<file path="config.mk">
export PLATFORM = sky130hd
export DESIGN_NAME = isa_midi_bridge
export DESIGN_NICKNAME = d
export VERILOG_FILES = /design/src/rtl/isa_midi_bridge.sv
export SDC_FILE = /design/constraint.sdc
export NUM_CORES = 1
export LEC_CHECK = 0
export BUFFER_PORTS_ARGS = -buffer_cell sky130_fd_sc_hd__buf_4
export CELL_PAD_IN_SITES_DETAIL_PLACEMENT = 2
export CELL_PAD_IN_SITES_GLOBAL_PLACEMENT = 2
export CORE_MARGIN = 2
export CORE_UTILIZATION = 25
export DETAILED_ROUTE_END_ITERATION = 8
export PLACE_DENSITY_LB_ADDON = 0.1
export SETUP_SLACK_MARGIN = 0.05
export SLEW_MARGIN = 20
export SYNTH_ARGS = -nofsm -noshare
export SYNTH_HDL_FRONTEND = slang
export SYNTH_SLANG_ARGS = --single-unit
</file>
<file path="constraint.sdc">
create_clock -name clk -period 2.1 [get_ports clk]
set_clock_uncertainty 0.05 [all_clocks]
set_input_delay 0.21 -clock clk [delete_from_list [all_inputs] [get_ports clk]]
set_output_delay 0.21 -clock clk [all_outputs]
set_load 0.02 [all_outputs]
</file>
<file path="src/rtl/isa_midi_bridge.sv">
module isa_midi_bridge (
  input  logic       clk,
  input  logic       rst,
  input  logic [1:0] jumper,
  input  logic [9:0] host_addr,
  input  logic       host_aen,
  input  logic       host_ior_n,
  input  logic       host_iow_n,
  input  logic [7:0] host_wdata,
  output logic [7:0] host_rdata,
  output logic       host_rdata_oe,
  output logic       host_irq,
  output logic [7:0] mcu_cmd,
  output logic       mcu_cmd_pend,
  input  logic       mcu_cmd_ack,
  output logic [7:0] mcu_data,
  output logic       mcu_data_pend,
  input  logic       mcu_data_ack,
  input  logic [7:0] mcu_msg,
  input  logic       mcu_msg_load,
  output logic       mcu_msg_pend
);

  logic       hit, rd_on, wr_on, rd_was, wr_was, rd_edge, wr_edge;
  logic [7:0] msg_q, status;

  assign hit = !host_aen && host_addr[9:8] == 2'b11 && host_addr[7:6] == 2'b00 &&
               host_addr[5:4] == jumper && !host_addr[3];
  assign rd_on   = hit && !host_ior_n;
  assign wr_on   = hit && !host_iow_n;
  assign rd_edge = rd_on && !rd_was;
  assign wr_edge = wr_on && !wr_was;

  assign status        = {!mcu_msg_pend, mcu_cmd_pend || mcu_data_pend, 6'h3f};
  assign host_rdata_oe = rd_on;
  assign host_rdata    = rd_on ? (host_addr[0] ? status : msg_q) : 8'h00;
  assign host_irq      = mcu_msg_pend;

  always_ff @(posedge clk) begin
    if (rst) begin
      rd_was        <= 1'b0;
      wr_was        <= 1'b0;
      mcu_cmd_pend  <= 1'b0;
      mcu_data_pend <= 1'b0;
      mcu_msg_pend  <= 1'b0;
    end else begin
      rd_was <= rd_on;
      wr_was <= wr_on;
      if (wr_edge && host_addr[0])       mcu_cmd_pend  <= 1'b1;
      else if (mcu_cmd_ack)              mcu_cmd_pend  <= 1'b0;
      if (wr_edge && !host_addr[0])      mcu_data_pend <= 1'b1;
      else if (mcu_data_ack)             mcu_data_pend <= 1'b0;
      if (mcu_msg_load)                  mcu_msg_pend  <= 1'b1;
      else if (rd_edge && !host_addr[0]) mcu_msg_pend  <= 1'b0;
    end
  end

  always_ff @(posedge clk) begin
    if (wr_edge && host_addr[0])  mcu_cmd  <= host_wdata;
    if (wr_edge && !host_addr[0]) mcu_data <= host_wdata;
    if (mcu_msg_load)             msg_q    <= mcu_msg;
  end

endmodule

</file>
== Word-level counts from Yosys, hierarchy flattened ==
Cells that the tools add are included.
Word-level totals
  flip-flop bits (word level): 29
  bits of input ports: 36
  output and inout bits: 29
  word-level logic and storage cells: 42
Cells by class
  equality and inequality tests: 2
  muxes and demuxes: 8
  reductions and logical operators: 24
Operator list (number)
  $mux 8: 2
  $logic_and 1x1->1: 11
  $logic_not 1->1: 8
  $mux 1: 6
  $reduce_bool 2->1: 3
  $eq 2x2->1: 1
  $eq 2x2->1 const B: 1
  $logic_not 2->1: 1
  $logic_or 1x1->1: 1

== Longest topological paths before layout ==
  depth in word-level cells: 10
  depth in mapped cells: 4
  gate-level depth less buffers: 3

== Worst setup path after synthesis ==
Ideal clock, no wire load.
  path kind: input -> register
  from: in host_aen
  to: reg mcu_cmd[0] (enable)
  library setup time: 0.385 ns
  data arrival time: 1.337 ns
  data required time: 1.665 ns
  slack: 0.327 ns
  stages on the path: 3
  path buffers: 0
  cell sequence: and4bb_1 > nand4_1 > nor3b_1
Between the ends
  longest elaborated chain between the ends: 8
RTL lines
  start: declaration: RTL line 6  | input logic host_aen,
  $logic_not 1->1: RTL line 27  | assign hit = !host_aen && host_addr[9:8] == 2'b11 && host_addr[7:6] == 2'b00 &&
  $logic_and 1x1->1 (3 in series): RTL line 27
  $logic_and 1x1->1: RTL line 28  | host_addr[5:4] == jumper && !host_addr[3];
  $logic_and 1x1->1: RTL line 30  | assign wr_on = hit && !host_iow_n;
  $logic_and 1x1->1: RTL line 32  | assign wr_edge = wr_on && !wr_was;
  $logic_and 1x1->1: RTL line 59  | if (wr_edge && host_addr[0]) mcu_cmd <= host_wdata;
  end signal: assignment: RTL line 59
  end: declaration: RTL line 13  | output logic [7:0] mcu_cmd,
No other way between the ends.
A chain may end at the register's enable or synchronous reset.

== Worst setup path in the final report ==
  from: in host_aen
  to: out host_rdata[6]
Between the ends
  longest elaborated chain between the ends: 7
RTL lines
  $logic_not 1->1: RTL line 27
  $logic_and 1x1->1 (3 in series): RTL line 27
  $logic_and 1x1->1: RTL line 28
  $logic_and 1x1->1: RTL line 29  | assign rd_on = hit && !host_ior_n;
  $mux 8: RTL line 36  | assign host_rdata = rd_on ? (host_addr[0] ? status : msg_q) : 8'h00;
  end: declaration: RTL line 10  | output logic [7:0] host_rdata,
No other way between the ends.

==> summary.md <==
The count of buffers added on input and output ports is 62. The die is 69.84 um wide. Setup repair after global routing left no endpoint under its margin. The floorplan step defined a die boundary enclosing 4877 um2.

In the routed design, unresolved DRC markers number 0. After global routing the overflow that remains totals 0. The growth of design area from synthesis to finish works out to 61.32%. Dividing total power by cell area gives a power density of 811.6 nW/um2. Summed over all failing endpoints, the final setup total negative slack is 0 ns.

The number of setup buffers added after CTS is 0. The completed layout was analyzed and its total power is 1419 uW. The logs give 0.2652 for the starting density of the core and 15 for the largest net degree at the start of global routing. OpenSTA, run right after detailed placement, puts the worst setup slack at 0.5033 ns. The xor/xnor share of the synthesized area works out to 0.01617. The tools report the endpoint kind of the worst setup timing path as a primary output. Walking the worst path, the cells encountered are buf_4 -> and4bb_1 -> nand4_1 -> buf_4 -> a211oi_2 -> buf_4.

In this run the static leakage power is 0.0007467 uW. The worst setup path is launched from an input pin. The tree built by TritonCTS fans out to 29 sinks. The number of placed cells counting well taps is 188, and the highest achievable clock rate is 664.2 MHz. The post-layout minimum cycle time works out to 1.506 ns. Peak fanout along the critical path: 11. The final layout contains 181 nets.

The number of nets with antenna violations after detailed routing was 0; the total clock buffers created by CTS was 5. For the synthesized instance count, the log shows 76. The HPWL after detailed placement came out at 2252 um.

The min-delay analysis places its worst path in the category input pin to register. Core area: 4086 um2. At the later pin of the worst-skew pair, clock insertion delay measures 0.28 ns. Fill cells in the final layout number 434.

The largest stage delay on the critical path is 0.31 ns, and the final count of hold timing violations is 0. Counting both buffers and inverters, the worst setup path holds a total of 3. At the worst endpoint, the required time is 1.84 ns. The cell that appears most often on the critical path is sky130_fd_sc_hd__buf_4.

For the sequential area share after synthesis, the log shows 0.7575. The run gives 0.8198 as the headroom to the max-slew limit. The worst setup path category is input pin to primary output. The share of cells above drive strength 1 was 0.5205. The simple-gate area share of the yosys netlist was 0.1501; the yosys synthesis warning count was 0. Once placement finished, the instance area stood at 1614 um2.

The flip-flop and latch count after synthesis is 29, and the actual slew at the worst max-slew pin is 0.2679 ns. The tool flagged a number of max-cap violations equal to 0. The tools report the worst supply voltage drop on vdd as 0.5281 mV. The tree is rooted in a sky130_fd_sc_hd__clkbuf_8. The area share of fa/ha/maj cells after synthesis is 0, and the maximum root-to-sink buffer count is 2. The tools report the number of buffers inserted by hold repair at cts as 0. The slowest stage of the critical path is the sky130_fd_sc_hd__and4bb_1 cell.

The combined area of all synthesized cells was 1084 um2; the count of antenna diodes in the layout was 0. The congestion estimate from routability-driven global placement came to 0.6815. The run gives 0 as the number of resized instances in the post-cts repair step. For the number of setup violations in the final report, the log shows 0.

The die is 69.84 um tall. By area, the combinational part of the netlist is dominated by simple AND/OR/NAND/NOR gates. The global router's overall resource usage came out at 0.1296. TritonCTS built the clock tree.

The run gives 886 as the via count of the routed design. The H-tree generated during clock tree synthesis spans 2 levels. The number of antenna violations at the first check in global routing is 0.

The first global-routing pass estimated 4836 um of wire. Leaving out fill and tap cells, the most frequent cells in the layout are sky130_fd_sc_hd__buf_4, sky130_fd_sc_hd__edfxtp_1, sky130_fd_sc_hd__nor2_1. The library cell used most frequently in the layout, excluding fill and tap cells, is sky130_fd_sc_hd__buf_4. The number of nets handed over by synthesis was 112. The number of top-level pins was 65; the number of optimization iterations in the first detailed-route pass was 3. For the total length of routed wires, the log shows 2873 um. Row generation in the floorplan step produced 23 rows. The per-instance average area after synthesis works out to 14.26 um2. The via count of the first global-routing pass came out at 971. The part of the cycle the worst path needs was 0.7170; the initial detailed-routing violation count was 30. The run finished with clean final reports.

The synthesized-area fraction occupied by ao, oa, aoi and oai cells was 0.04157. In this run, distinct cell masters in the synthesized netlist total 20. The worst path meets setup with 0.5943 ns of slack. The logs give 1748 um2 for the final design instance area without fill and 0 for the number of pins with negative max-slew slack in the final report. Data arrives at the worst endpoint at 1.25 ns.

Excluding fillers, the count of instances in the completed layout stands at 196. The kind of cell with the highest combined delay along the critical path is buffers and inverters. After clock tree synthesis, the clock-pin slew on the worst setup and hold paths is 0.07 ns. The post-synthesis mux area share is 0.009238.

In the routed layout, each cell is associated on average with a via count of 4.520. Dividing the detail-routed wire length by the instance count gives 14.66 um.
## cells in the mapped netlist
master | count | share of area
sky130_fd_sc_hd__o21ai_1 | 1 | 0.0046
sky130_fd_sc_hd__mux2i_1 | 1 | 0.0092
sky130_fd_sc_hd__inv_1 | 2 | 0.0069
sky130_fd_sc_hd__or3_1 | 1 | 0.0058
sky130_fd_sc_hd__o41a_1 | 1 | 0.010
sky130_fd_sc_hd__xnor2_1 | 2 | 0.016
sky130_fd_sc_hd__nor3b_1 | 1 | 0.0069
sky130_fd_sc_hd__buf_2 | 1 | 0.0046
sky130_fd_sc_hd__edfxtp_1 | 24 | 0.67
sky130_fd_sc_hd__and4bb_1 | 1 | 0.012
sky130_fd_sc_hd__nor4_1 | 1 | 0.0058
sky130_fd_sc_hd__nor2_1 | 21 | 0.073
sky130_fd_sc_hd__nand2_1 | 4 | 0.014
sky130_fd_sc_hd__o41ai_2 | 1 | 0.015
sky130_fd_sc_hd__nand4_1 | 2 | 0.012
sky130_fd_sc_hd__nor3_1 | 3 | 0.014
sky130_fd_sc_hd__buf_4 | 2 | 0.014
sky130_fd_sc_hd__or3b_2 | 1 | 0.0081
sky130_fd_sc_hd__dfxtp_1 | 5 | 0.092
sky130_fd_sc_hd__a211oi_2 | 1 | 0.012
## logic make-up after synthesis
group / Yosys count
compound gates: 4
xor+xnor: 2
mux: 1
flops: 29
buf+inv: 5
simple gates: 35
## layer usage
layer  up-vias  wire (um)  global-route usage
li1        409          -                   -
met1       432       1042              0.1286
met2        40       1547              0.2328
met3         5        238             0.05959
met4         0         45             0.05128
met5         -          0                   0
## final cells by class
cell class,instances,area [um2],share of cell area
well taps,50,62.56,0.03579
multi-input cells,42,235.2,0.1346
inverters,2,7.507,0.004295
clock buffers,5,68.82,0.03937
clock inverters,3,65.06,0.03722
repair buffers,65,488.0,0.2792
flip-flops and latches,29,820.8,0.4696
## through the flow
stage	util	hold slack, ns
after global routing	0.4277	0.03450
after global placement	0.3950	0.3381
after CTS	0.4277	0.03734
final	0.4277	0.05207
after floorplan	-	0.2324
after detailed placement	0.3950	0.3393
## worst reg2reg max path, cell delays in order, from the launching register on
cell and delay, ns:
sky130_fd_sc_hd__dfxtp_1 0.34, sky130_fd_sc_hd__or3_1 0.32, sky130_fd_sc_hd__nor3_1 0.16, sky130_fd_sc_hd__buf_4 0.21
## sequential cells by signal, summed over array words and instances (netlist names)
register       flops
mcu_data           8
rd_was             1
msg_q              8
mcu_data_pend      1
mcu_cmd            8
mcu_cmd_pend       1
wr_was             1
host_irq           1
## path summary, 6_finish.rpt
| path | slack, ns | cells after the start | end | start |
|---|---|---|---|---|
| worst max-delay path | 0.59 | 6 | host_rdata[6] | host_aen |
| worst max register to register | 0.73 | 3 | mcu_data[1]$_DFFE_PP_ | wr_was$_SDFF_PP0_ |
| worst min-delay path | 0.05 | 1 | msg_q[2]$_DFFE_PP_ | mcu_msg[2] |
| worst min register to register | 0.41 | 1 | host_irq$_SDFFE_PP0P_ | rd_was$_SDFF_PP0_ |
## power by group
part | internal (uW) | total (uW) | switching [uW] | leakage, uW
Sequential | 638 | 642 | 4.65 | 0.000263
Combinational | 54.1 | 92.6 | 38.5 | 0.000416
Clock | 471 | 684 | 213 | 0.0000681
No activity file was read; power rests on OpenSTA's default activity.
